`src/rtl/dskdma_pkg.sv`:
```
package dskdma_pkg;
    localparam int MODE_W = 16;
    localparam int MB_LINE_LO = 1;
    localparam int MB_LINE_HI = 2;
    localparam int MB_CNT_SEL = 4;
    localparam int MB_DIR = 8;

    localparam logic [2:0] HSEL_DATA = 3'd0;
    localparam logic [2:0] HSEL_MODE = 3'd1;
    localparam logic [2:0] HSEL_ADDR0 = 3'd2;

    localparam logic [15:0] RD_UPPER_FILL = 16'hFFFF;
endpackage

```
`src/rtl/dskdma_mode_reg.sv`:
```
module dskdma_mode_reg
    import dskdma_pkg::*;
(
    input  logic              clk,
    input  logic              rst_n,
    input  logic              wr_en,
    input  logic [MODE_W-1:0] wdata,
    output logic [MODE_W-1:0] mode_q,
    output logic              dir_flip
);
    typedef struct packed {
        logic [MODE_W-1:0] mode;
    } mode_st_t;

    mode_st_t st_d, st_q;

    always_comb begin
        st_d = st_q;
        if (wr_en) st_d.mode = wdata;
    end

    always_ff @(posedge clk or negedge rst_n) begin
        if (!rst_n) st_q <= '0;
        else        st_q <= st_d;
    end

    assign mode_q   = st_q.mode;
    assign dir_flip = wr_en && (wdata[MB_DIR] != st_q.mode[MB_DIR]);

    assert_mode_hold_R11: assert property (@(posedge clk) disable iff (!rst_n)
        !wr_en |=> $stable(mode_q));
endmodule

```
`src/rtl/dskdma_count_status.sv`:
```
module dskdma_count_status #(
    parameter int CNT_W = 8
) (
    input  logic             clk,
    input  logic             rst_n,
    input  logic             clr,
    input  logic             load,
    input  logic [CNT_W-1:0] load_val,
    input  logic             dec,
    input  logic             set_err,
    output logic [CNT_W-1:0] cnt_q,
    output logic             err_q,
    output logic [15:0]      status
);
    typedef struct packed {
        logic [CNT_W-1:0] cnt;
        logic             err;
    } cs_st_t;

    cs_st_t st_d, st_q;

    always_comb begin
        st_d = st_q;
        if (clr) begin
            st_d.cnt = '0;
            st_d.err = 1'b0;
        end else begin
            if (load)
                st_d.cnt = load_val;
            else if (dec && st_q.cnt != '0)
                st_d.cnt = st_q.cnt - 1'b1;
            if (set_err) st_d.err = 1'b1;
        end
    end

    always_ff @(posedge clk or negedge rst_n) begin
        if (!rst_n) st_q <= '0;
        else        st_q <= st_d;
    end

    assign cnt_q  = st_q.cnt;
    assign err_q  = st_q.err;
    assign status = {14'b0, (st_q.cnt != '0), ~st_q.err};

    assert_flip_clears_R5: assert property (@(posedge clk) disable iff (!rst_n)
        clr |=> (cnt_q == '0) && !err_q);

    assert_err_sticky_R6: assert property (@(posedge clk) disable iff (!rst_n)
        (err_q && !clr) |=> err_q);

    assert_dec_step_R8: assert property (@(posedge clk) disable iff (!rst_n)
        (dec && !clr && !load && cnt_q != '0) |=> (cnt_q == $past(cnt_q) - 1'b1));

    assert_dec_floor_R8: assert property (@(posedge clk) disable iff (!rst_n)
        (dec && !clr && !load && cnt_q == '0) |=> (cnt_q == '0));
endmodule

```
`src/rtl/dskdma_addr_ctr.sv`:
```
module dskdma_addr_ctr #(
    parameter int ADDR_BYTES   = 3,
    parameter int SECTOR_BYTES = 512
) (
    input  logic                    clk,
    input  logic                    rst_n,
    input  logic [ADDR_BYTES-1:0]   byte_we,
    input  logic [7:0]              wbyte,
    input  logic                    adv,
    output logic [ADDR_BYTES*8-1:0] addr_q
);
    localparam int ADDR_W = ADDR_BYTES * 8;
    localparam logic [ADDR_W-1:0] STEP_V = ADDR_W'(SECTOR_BYTES);

    typedef struct packed {
        logic [ADDR_W-1:0] addr;
    } ad_st_t;

    ad_st_t st_d, st_q;

    always_comb begin
        st_d = st_q;
        if (byte_we != '0) begin
            for (int i = 0; i < ADDR_BYTES; i++)
                if (byte_we[i]) st_d.addr[i*8 +: 8] = wbyte;
        end else if (adv) begin
            st_d.addr = st_q.addr + STEP_V;
        end
    end

    always_ff @(posedge clk or negedge rst_n) begin
        if (!rst_n) st_q <= '0;
        else        st_q <= st_d;
    end

    assign addr_q = st_q.addr;

    assert_addr_step_R9: assert property (@(posedge clk) disable iff (!rst_n)
        (adv && byte_we == '0) |=> (addr_q == $past(addr_q) + STEP_V));

    assert_addr_hold_R12: assert property (@(posedge clk) disable iff (!rst_n)
        (!adv && byte_we == '0) |=> $stable(addr_q));
endmodule

```
`src/rtl/dskdma_regif.sv`:
```
module dskdma_regif
    import dskdma_pkg::*;
#(
    parameter int CNT_W        = 8,
    parameter int ADDR_BYTES   = 3,
    parameter int SECTOR_BYTES = 512
) (
    input  logic        clk,
    input  logic        rst_n,
    input  logic [2:0]  bus_sel,
    input  logic        bus_we,
    input  logic        bus_re,
    input  logic [15:0] bus_wdata,
    output logic [31:0] bus_rdata,
    output logic        ctl_we,
    output logic        ctl_re,
    output logic [1:0]  ctl_addr,
    output logic [7:0]  ctl_wdata,
    input  logic [7:0]  ctl_rdata,
    input  logic        eng_err,
    input  logic        eng_sector_done,
    output logic        xfer_dir
);
    localparam int ADDR_W = ADDR_BYTES * 8;

    logic [MODE_W-1:0]     mode_q;
    logic                  dir_flip;
    logic                  mode_we;
    logic                  data_we;
    logic                  cnt_load;
    logic [CNT_W-1:0]      cnt_q;
    logic                  err_q;
    logic [15:0]           status;
    logic [ADDR_BYTES-1:0] addr_we;
    logic [ADDR_W-1:0]     addr_q;

    assign mode_we  = bus_we && (bus_sel == HSEL_MODE);
    assign data_we  = bus_we && (bus_sel == HSEL_DATA);
    assign cnt_load = data_we && mode_q[MB_CNT_SEL];

    assign ctl_we    = data_we && !mode_q[MB_CNT_SEL];
    assign ctl_re    = bus_re && (bus_sel == HSEL_DATA);
    assign ctl_addr  = {mode_q[MB_LINE_HI], mode_q[MB_LINE_LO]};
    assign ctl_wdata = bus_wdata[7:0];
    assign xfer_dir  = mode_q[MB_DIR];

    genvar gb;
    generate
        for (gb = 0; gb < ADDR_BYTES; gb++) begin : g_addr_we
            assign addr_we[gb] = bus_we &&
                (bus_sel == HSEL_ADDR0 + 3'(ADDR_BYTES - 1 - gb));
        end
    endgenerate

    dskdma_mode_reg u_mode (
        .clk      (clk),
        .rst_n    (rst_n),
        .wr_en    (mode_we),
        .wdata    (bus_wdata),
        .mode_q   (mode_q),
        .dir_flip (dir_flip)
    );

    dskdma_count_status #(.CNT_W(CNT_W)) u_cnt (
        .clk      (clk),
        .rst_n    (rst_n),
        .clr      (dir_flip),
        .load     (cnt_load),
        .load_val (bus_wdata[CNT_W-1:0]),
        .dec      (eng_sector_done),
        .set_err  (eng_err),
        .cnt_q    (cnt_q),
        .err_q    (err_q),
        .status   (status)
    );

    dskdma_addr_ctr #(.ADDR_BYTES(ADDR_BYTES), .SECTOR_BYTES(SECTOR_BYTES)) u_addr (
        .clk     (clk),
        .rst_n   (rst_n),
        .byte_we (addr_we),
        .wbyte   (bus_wdata[7:0]),
        .adv     (eng_sector_done),
        .addr_q  (addr_q)
    );

    always_comb begin
        bus_rdata = 32'h0;
        if (bus_sel == HSEL_DATA) begin
            bus_rdata = {24'h0, ctl_rdata};
        end else if (bus_sel == HSEL_MODE) begin
            bus_rdata = {RD_UPPER_FILL, status};
        end else begin
            for (int i = 0; i < ADDR_BYTES; i++)
                if (bus_sel == HSEL_ADDR0 + 3'(ADDR_BYTES - 1 - i))
                    bus_rdata = {24'h0, addr_q[i*8 +: 8]};
        end
    end

    assert_dir_follow_R11: assert property (@(posedge clk) disable iff (!rst_n)
        mode_we |=> (xfer_dir == $past(bus_wdata[MB_DIR])));

    assert_count_route_R3: assert property (@(posedge clk) disable iff (!rst_n)
        (data_we && mode_q[MB_CNT_SEL] && !dir_flip) |=> (cnt_q == $past(bus_wdata[CNT_W-1:0])));

    assert_err_set_R6: assert property (@(posedge clk) disable iff (!rst_n)
        (eng_err && !dir_flip) |=> err_q);
endmodule

```
`config.mk`:
```
export PLATFORM = sky130hd
export DESIGN_NAME = dskdma_regif
export DESIGN_NICKNAME = d
export VERILOG_FILES = /design/src/rtl/dskdma_pkg.sv /design/src/rtl/dskdma_mode_reg.sv /design/src/rtl/dskdma_count_status.sv /design/src/rtl/dskdma_addr_ctr.sv /design/src/rtl/dskdma_regif.sv
export SDC_FILE = /design/constraint.sdc
export NUM_CORES = 1
export LEC_CHECK = 0
export BUFFER_PORTS_ARGS = -buffer_cell sky130_fd_sc_hd__buf_4
export CAP_MARGIN = 20
export CORE_ASPECT_RATIO = 0.7
export CORE_MARGIN = 4
export CORE_UTILIZATION = 53
export CTS_CLUSTER_DIAMETER = 150
export DETAILED_ROUTE_END_ITERATION = 16
export PLACE_DENSITY = 0.88
export SLEW_MARGIN = 30
export SYNTH_ARGS = -nofsm -noshare
export SYNTH_HDL_FRONTEND = slang
export SYNTH_SLANG_ARGS = --single-unit
```
`constraint.sdc`:
```
create_clock -name clk -period 2.1 [get_ports clk]
set_input_delay 0.21 -clock clk [delete_from_list [all_inputs] [get_ports clk]]
set_output_delay 0.21 -clock clk [all_outputs]
set_load 0.05 [all_outputs]
```
==> results of run 1 <==
-- state kept, by name (all words and copies together), names as in the netlist --
register	flops
u_addr.addr_q	24
u_cnt.cnt_q	8
u_mode.mode_q	4
u_cnt.err_q	1
-- metrics by stage --
stage | cell area [µm²] | power (µW) | hold slack (ns) | setup WS [ns]
floorplan | 2760 | 2210 | -0.0856 | -0.0592
global placement | 3050 | 2480 | 0.203 | 0.351
detailed placement | 3050 | 2550 | 0.205 | 0.286
CTS | 3140 | 3030 | 0.140 | 0.0569
global route | 3150 | 3240 | 0.168 | 0.0147
finish | 3150 | 3060 | 0.145 | 0.107
-- per-layer routing --
metal / part of all wire / wire (µm) / GRT usage
met2: 0.45 / 3180 / 0.362
met3: 0.11 / 772 / 0.0681
met4: 0.0085 / 61 / 0.0622
met1: 0.44 / 3130 / 0.319
met5: 0 / 0 / 0
-- report_power, final --
part / internal [µW] / switching, µW
combinational: 571 / 767
clock: 236 / 243
sequential: 948 / 291
total: 1760 / 1300
-- worst max-delay path, stage by stage (launching register included) --
cell                      delay, ns
sky130_fd_sc_hd__dfrtp_1       0.36
sky130_fd_sc_hd__inv_1         0.05
sky130_fd_sc_hd__ha_1          0.20
sky130_fd_sc_hd__buf_4         0.16
sky130_fd_sc_hd__nand4_1       0.07
sky130_fd_sc_hd__o21ai_0       0.10
sky130_fd_sc_hd__o31ai_2       0.34
sky130_fd_sc_hd__buf_6         0.21
-- synth_stat cells, types with 6 or more instances --
cell type / n
sky130_fd_sc_hd__nor2_1: 19
sky130_fd_sc_hd__buf_4: 34
sky130_fd_sc_hd__dfrtp_1: 37
sky130_fd_sc_hd__a22oi_1: 6
sky130_fd_sc_hd__clkbuf_1: 6
sky130_fd_sc_hd__a211oi_1: 14
sky130_fd_sc_hd__mux2_2: 12
sky130_fd_sc_hd__a21oi_1: 15
sky130_fd_sc_hd__buf_2: 11
sky130_fd_sc_hd__inv_1: 7
sky130_fd_sc_hd__o21ai_0: 14
sky130_fd_sc_hd__a31oi_1: 6
sky130_fd_sc_hd__o22a_1: 12
sky130_fd_sc_hd__nand2_1: 35
sky130_fd_sc_hd__mux2i_1: 7
sky130_fd_sc_hd__nand3_1: 8
-- worst min-delay path by stage --
| stage | slack (ns) | to | startpoint | depth (start not counted) |
|---|---|---|---|---|
| after floorplan | -0.09 | u_addr.addr_q[0] | rst_n | 0 |
| after global placement | 0.20 | u_addr.addr_q[23] | rst_n | 1 |
| after detailed placement | 0.20 | u_addr.addr_q[23] | rst_n | 1 |
| after CTS | 0.14 | u_cnt.err_q | eng_err | 3 |
| after global routing | 0.17 | u_cnt.err_q | eng_err | 3 |
| final | 0.15 | u_cnt.err_q | eng_err | 3 |
-- cell type report --
type                    instances  area [µm²]  area share
multi-input cells             218        1470       0.465
well taps                      69        86.3      0.0274
inverters                       7        26.3     0.00833
repair buffers                 75         569       0.181
clock buffers                   8        80.1      0.0254
flip-flops and latches         37         926       0.294
-- cells by family after synthesis --
group | after synthesis | share of synthesized area
buffers and inverters | 60 | 0.135
muxes | 19 | 0.0758
other | 1 | 0.00138
xor gates and xnor gates | 4 | 0.0129
DFF | 37 | 0.342
and+or+nand+nor | 104 | 0.209
AOI/OAI and AO/OA | 81 | 0.214
adders and majority gates | 2 | 0.00924
-- timing repair --
| action | in CTS | in global routing |
|---|---|---|
| hold buffers | 1 | 0 |
| buffers inserted | 0 | 1 |
| resized for setup | 0 | 1 |
| hold endpoints to repair | 37 | 0 |
| endpoints found under the setup margin | 0 | 1 |
==> impl_metrics.xml, run 1 <==
<?xml version="1.0" encoding="UTF-8"?>
<metrics>
  <group name="run_status">
    <metric name="outcome" unit="">complete, no violations</metric>
  </group>
  <group name="sta">
    <metric name="final-hold-violation-count" unit="">0</metric>
    <metric name="totalNegativeSetupSlack" unit="ns">0</metric>
    <metric name="worst_setup_skew_after_layout" unit="ns">0.00885</metric>
    <metric name="timing.final.max_slew_violations" unit="">0</metric>
    <metric name="slew-limit-headroom" unit="">0.620</metric>
    <metric name="final-setup-viol-count" unit="">0</metric>
    <metric name="timing.final.crit_period" unit="ns">1.99</metric>
    <metric name="grt_setup_unrepaired" unit="">no</metric>
    <metric name="share_of_the_clock_period_used_by_the_worst_path" unit="">0.949</metric>
    <metric name="highest_clock_frequency_the_design_can_meet" unit="MHz">502</metric>
    <metric name="worst-slew-pin-transition" unit="ns">0.567</metric>
  </group>
  <group name="synth">
    <metric name="synth_top_cells_by_area" unit="">sky130_fd_sc_hd__dfrtp_1 34%, sky130_fd_sc_hd__buf_4 9.4%, sky130_fd_sc_hd__mux2_2 5.0%, sky130_fd_sc_hd__nand2_1 4.8%, sky130_fd_sc_hd__a211oi_1 3.9%</metric>
    <metric name="synth_seq_area_share" unit="">0.342</metric>
    <metric name="synth.ff_latch_count" unit="">37</metric>
    <metric name="netlist_area_before_placement" unit="µm²">2710</metric>
    <metric name="post_synth.cell_area_avg" unit="µm²">8.79</metric>
    <metric name="post_synth_num_cell_types" unit="">54</metric>
    <metric name="synthArstFlopShare" unit="">1.00</metric>
    <metric name="synthDominantCellAreaShare" unit="">0.342</metric>
    <metric name="post-synth-top-area-cell" unit="">sky130_fd_sc_hd__dfrtp_1</metric>
    <metric name="synth_flop_cell" unit="">sky130_fd_sc_hd__dfrtp_1</metric>
    <metric name="syn_inst" unit="">308</metric>
    <metric name="synth_warn" unit="">0</metric>
    <metric name="synth_enable_flop_cells" unit="">0</metric>
  </group>
  <group name="critical_path">
    <metric name="nature_of_the_critical_path_startpoint" unit="">flop</metric>
    <metric name="timing.critical_path.arrival" unit="ns">1.78</metric>
    <metric name="critical_path_class" unit="">flop to output port</metric>
    <metric name="crit_path_max_fanout" unit="">6</metric>
    <metric name="crit_end_category" unit="">output port</metric>
    <metric name="worstReg2RegEnd" unit="">u_addr.addr_q[21]</metric>
    <metric name="startpoint" unit="">u_cnt.cnt_q[0]</metric>
    <metric name="setup.worst_path.end" unit="">bus_rdata[1]</metric>
    <metric name="r2r_start" unit="">u_addr.addr_q[9]</metric>
    <metric name="ff2ff_path_depth" unit="">5</metric>
    <metric name="reg2reg_slack" unit="ns">0.23</metric>
    <metric name="worstPathRequired" unit="ns">1.89</metric>
  </group>
  <group name="hold_path">
    <metric name="worst_hold_path_type" unit="">input port to flop</metric>
  </group>
  <group name="die">
    <metric name="fp.dieArea" unit="µm²">6340</metric>
    <metric name="num_rows" unit="">21</metric>
    <metric name="io_pins" unit="">78</metric>
    <metric name="core_area" unit="µm²">4860</metric>
    <metric name="chipHeight" unit="µm">67.8</metric>
    <metric name="dieWidth" unit="µm">93.5</metric>
    <metric name="starting_density_of_the_core" unit="">0.557</metric>
  </group>
  <group name="final_layout">
    <metric name="most-common-layout-cells" unit="">73 x sky130_fd_sc_hd__buf_4, 37 x sky130_fd_sc_hd__dfrtp_1, 35 x sky130_fd_sc_hd__nand2_1</metric>
    <metric name="drive_gt1_frac" unit="">0.299</metric>
    <metric name="fin_nets" unit="">379</metric>
    <metric name="antenna_cells" unit="">0</metric>
    <metric name="mostFrequentLayoutCell" unit="">sky130_fd_sc_hd__buf_4</metric>
    <metric name="final_util" unit="">0.649</metric>
    <metric name="final-instance-count-excl-fill" unit="">414</metric>
    <metric name="flow.area_growth_from_synthesis" unit="%">16.4</metric>
    <metric name="fill_cells" unit="">427</metric>
  </group>
  <group name="cts">
    <metric name="worst_setup_hold_path_clk_slew" unit="ns">0.07</metric>
    <metric name="htree_levels" unit="">2</metric>
    <metric name="root_buffer" unit="">sky130_fd_sc_hd__clkbuf_8</metric>
    <metric name="cts_sinks" unit="">37</metric>
    <metric name="cts_buffers" unit="">5</metric>
    <metric name="tritoncts" unit="">built</metric>
    <metric name="ctsLongestPathBuffers" unit="">2</metric>
    <metric name="clock_insertion_delay_worst_skew" unit="ns">0.29</metric>
  </group>
  <group name="routing">
    <metric name="drt-total-wl" unit="µm">7140</metric>
    <metric name="drt_first_iter_violations" unit="">253</metric>
    <metric name="vias_per_cell" unit="">6.16</metric>
    <metric name="final_ant_viol_nets" unit="">0</metric>
    <metric name="total_number_of_vias" unit="">2549</metric>
    <metric name="drcViolationCount" unit="">0</metric>
    <metric name="detail_route.wl_per_cell" unit="µm">17.3</metric>
    <metric name="first_pass_iters" unit="">6</metric>
  </group>
  <group name="run">
    <metric name="drv_cap" unit="">0</metric>
  </group>
  <group name="pwr">
    <metric name="irDropWorstVdd" unit="V">0.000548</metric>
    <metric name="static-leakage-power" unit="µW">0.00138</metric>
    <metric name="power_density" unit="nW/µm²">969</metric>
  </group>
  <group name="placement">
    <metric name="place.detailed.hpwl" unit="µm">5230</metric>
    <metric name="placement.io_buffers" unit="">62</metric>
    <metric name="dp.cells" unit="">404</metric>
    <metric name="finalWeightedCongestion" unit="">0.876</metric>
  </group>
  <group name="grt">
    <metric name="global_route.overflow_total" unit="">0</metric>
    <metric name="maximum_number_of_pins_on_one_net_before_global_route_repair" unit="">38</metric>
    <metric name="globalRouteTotalUtil" unit="">0.233</metric>
    <metric name="initial_antenna_violation_count" unit="">0</metric>
    <metric name="number_of_global_route_vias_before_repair" unit="">2311</metric>
    <metric name="grt_pass1_wl" unit="µm">11400</metric>
  </group>
</metrics>
No activity file was read; power rests on OpenSTA's default activity.
==> run 2, diff against run 1 <==
--- a/config.mk
+++ b/config.mk
@@ -8,7 +8,6 @@
 export BUFFER_PORTS_ARGS = -buffer_cell sky130_fd_sc_hd__buf_4
 export CAP_MARGIN = 20
 export CORE_ASPECT_RATIO = 0.7
-export CORE_MARGIN = 4
 export CORE_UTILIZATION = 53
 export CTS_CLUSTER_DIAMETER = 150
 export DETAILED_ROUTE_END_ITERATION = 16
==> impl_metrics.xml, run 2 (synthesis gave the netlist of run 1 again) <==
<?xml version="1.0" encoding="UTF-8"?>
<metrics>
  <group name="die">
    <metric name="starting_density_of_the_core" unit="">0.560</metric>
    <metric name="core_area" unit="µm²">4830</metric>
    <metric name="fp.dieArea" unit="µm²">5410</metric>
    <metric name="chipHeight" unit="µm">61.8</metric>
    <metric name="dieWidth" unit="µm">87.5</metric>
    <metric name="io_pins" unit="">78</metric>
    <metric name="num_rows" unit="">21</metric>
  </group>
  <group name="sta">
    <metric name="timing.final.max_slew_violations" unit="">0</metric>
    <metric name="share_of_the_clock_period_used_by_the_worst_path" unit="">0.959</metric>
    <metric name="slew-limit-headroom" unit="">0.633</metric>
    <metric name="worst-slew-pin-transition" unit="ns">0.550</metric>
    <metric name="timing.final.crit_period" unit="ns">2.01</metric>
    <metric name="final-hold-violation-count" unit="">0</metric>
    <metric name="final-setup-viol-count" unit="">0</metric>
    <metric name="totalNegativeSetupSlack" unit="ns">0</metric>
    <metric name="grt_setup_unrepaired" unit="">no</metric>
    <metric name="highest_clock_frequency_the_design_can_meet" unit="MHz">496</metric>
    <metric name="worst_setup_skew_after_layout" unit="ns">0.00484</metric>
  </group>
  <group name="grt">
    <metric name="number_of_global_route_vias_before_repair" unit="">2210</metric>
    <metric name="globalRouteTotalUtil" unit="">0.280</metric>
    <metric name="global_route.overflow_total" unit="">0</metric>
    <metric name="initial_antenna_violation_count" unit="">0</metric>
    <metric name="grt_pass1_wl" unit="µm">11200</metric>
    <metric name="maximum_number_of_pins_on_one_net_before_global_route_repair" unit="">38</metric>
  </group>
  <group name="run_status">
    <metric name="outcome" unit="">complete, no violations</metric>
  </group>
  <group name="placement">
    <metric name="place.detailed.hpwl" unit="µm">5050</metric>
    <metric name="finalWeightedCongestion" unit="">0.908</metric>
    <metric name="placement.io_buffers" unit="">62</metric>
  </group>
  <group name="critical_path">
    <metric name="worstPathRequired" unit="ns">1.89</metric>
    <metric name="crit_end_category" unit="">output port</metric>
    <metric name="critical_path_class" unit="">flop to output port</metric>
    <metric name="nature_of_the_critical_path_startpoint" unit="">flop</metric>
    <metric name="crit_path_max_fanout" unit="">6</metric>
    <metric name="timing.critical_path.arrival" unit="ns">1.80</metric>
  </group>
  <group name="final_layout">
    <metric name="fill_cells" unit="">417</metric>
    <metric name="flow.area_growth_from_synthesis" unit="%">17.1</metric>
    <metric name="antenna_cells" unit="">0</metric>
    <metric name="most-common-layout-cells" unit="">70 x sky130_fd_sc_hd__buf_4, 37 x sky130_fd_sc_hd__dfrtp_1, 35 x sky130_fd_sc_hd__nand2_1</metric>
    <metric name="sequential_cell_area" unit="µm²">926</metric>
    <metric name="largest_register_ff_count" unit="">24</metric>
    <metric name="final_util" unit="">0.656</metric>
    <metric name="mostFrequentLayoutCell" unit="">sky130_fd_sc_hd__buf_4</metric>
    <metric name="multiInputGateArea" unit="µm²">1470</metric>
    <metric name="fin_nets" unit="">376</metric>
    <metric name="drive_gt1_frac" unit="">0.304</metric>
  </group>
  <group name="pwr">
    <metric name="static-leakage-power" unit="µW">0.00138</metric>
    <metric name="power_density" unit="nW/µm²">1020</metric>
    <metric name="irDropWorstVdd" unit="V">0.000597</metric>
  </group>
  <group name="routing">
    <metric name="drt_first_iter_violations" unit="">347</metric>
    <metric name="vias_per_cell" unit="">6.21</metric>
    <metric name="final_ant_viol_nets" unit="">0</metric>
    <metric name="first_pass_iters" unit="">5</metric>
    <metric name="drt-total-wl" unit="µm">7190</metric>
    <metric name="total_number_of_vias" unit="">2553</metric>
    <metric name="detail_route.wl_per_cell" unit="µm">17.5</metric>
    <metric name="drcViolationCount" unit="">0</metric>
  </group>
  <group name="run">
    <metric name="drv_cap" unit="">0</metric>
  </group>
  <group name="cts">
    <metric name="postCtsSetupBuffers" unit="">0</metric>
    <metric name="cts_buffers" unit="">5</metric>
    <metric name="ctsLongestPathBuffers" unit="">2</metric>
    <metric name="clock_insertion_delay_worst_skew" unit="ns">0.29</metric>
    <metric name="tritoncts" unit="">built</metric>
    <metric name="cts_sinks" unit="">37</metric>
    <metric name="root_buffer" unit="">sky130_fd_sc_hd__clkbuf_8</metric>
    <metric name="worst_setup_hold_path_clk_slew" unit="ns">0.08</metric>
    <metric name="htree_levels" unit="">2</metric>
  </group>
  <group name="hold_path">
    <metric name="worst_hold_path_type" unit="">input port to flop</metric>
  </group>
</metrics>
## run 2: worst paths after layout
| kind | cells past startpoint | to | from | slack [ns] |
|---|---|---|---|---|
| min in group asynchronous | 2 | u_addr.addr_q[22] | rst_n | 0.42 |
| max | 7 | bus_rdata[1] | u_cnt.cnt_q[0] | 0.09 |
| max reg2reg | 5 | u_addr.addr_q[21] | u_addr.addr_q[9] | 0.28 |
| min reg2reg | 2 | u_addr.addr_q[1] | u_addr.addr_q[1] | 0.49 |
| min | 3 | u_cnt.err_q | eng_err | 0.14 |
| max in group asynchronous | 2 | u_addr.addr_q[18] | rst_n | 1.34 |
## run 2: where the power goes
| part | leakage, µW | total [µW] | switching (µW) | internal [µW] |
|---|---|---|---|---|
| clock network | 0.0000574 | 657 | 271 | 386 |
| logic | 0.000890 | 1330 | 766 | 559 |
| registers | 0.000433 | 1250 | 307 | 947 |
## run 2: final cells by class
| type | count | share of cell area |
|---|---|---|
| Multi-Input combinational cell | 218 | 0.463 |
| Sequential cell | 37 | 0.292 |
| Timing Repair Buffer | 72 | 0.172 |
| Tap cell | 69 | 0.0272 |
| Clock buffer | 6 | 0.0260 |
| Clock inverter | 2 | 0.0118 |
| Inverter | 7 | 0.00828 |
## run 2: per-stage QoR
stage	cells	power, µW	area [µm²]	hold slack (ns)	setup WS [ns]
floorplan	315	2210	2760	-0.0856	-0.0592
global placement	402	2470	3040	0.201	0.373
detailed placement	402	2550	3040	0.204	0.307
CTS	411	3210	3170	0.149	0.0462
global route	411	3430	3170	0.158	0.0176
finish	411	3240	3170	0.142	0.0856
## run 2: worst max-delay path, stage by stage (launching register included)
cell	delay (ns)
sky130_fd_sc_hd__dfrtp_1	0.39
sky130_fd_sc_hd__inv_1	0.06
sky130_fd_sc_hd__ha_2	0.19
sky130_fd_sc_hd__buf_4	0.16
sky130_fd_sc_hd__nand4_1	0.08
sky130_fd_sc_hd__o21ai_1	0.08
sky130_fd_sc_hd__o31ai_2	0.34
sky130_fd_sc_hd__buf_6	0.21
## run 2: metal layers
metal	vias to the layer above	global-route usage	routed length, µm
li1	1151	-	-
met1	1227	0.404	3240
met2	159	0.446	3210
met3	16	0.0449	645
met4	0	0.0703	90
met5	-	0	0
## run 2: what timing repair did
item                                    CTS  global route
endpoints found under the hold margin    37             0
endpoints found under the setup margin    0             1
hold buffers                              1             0
gates resized for setup                   0             3
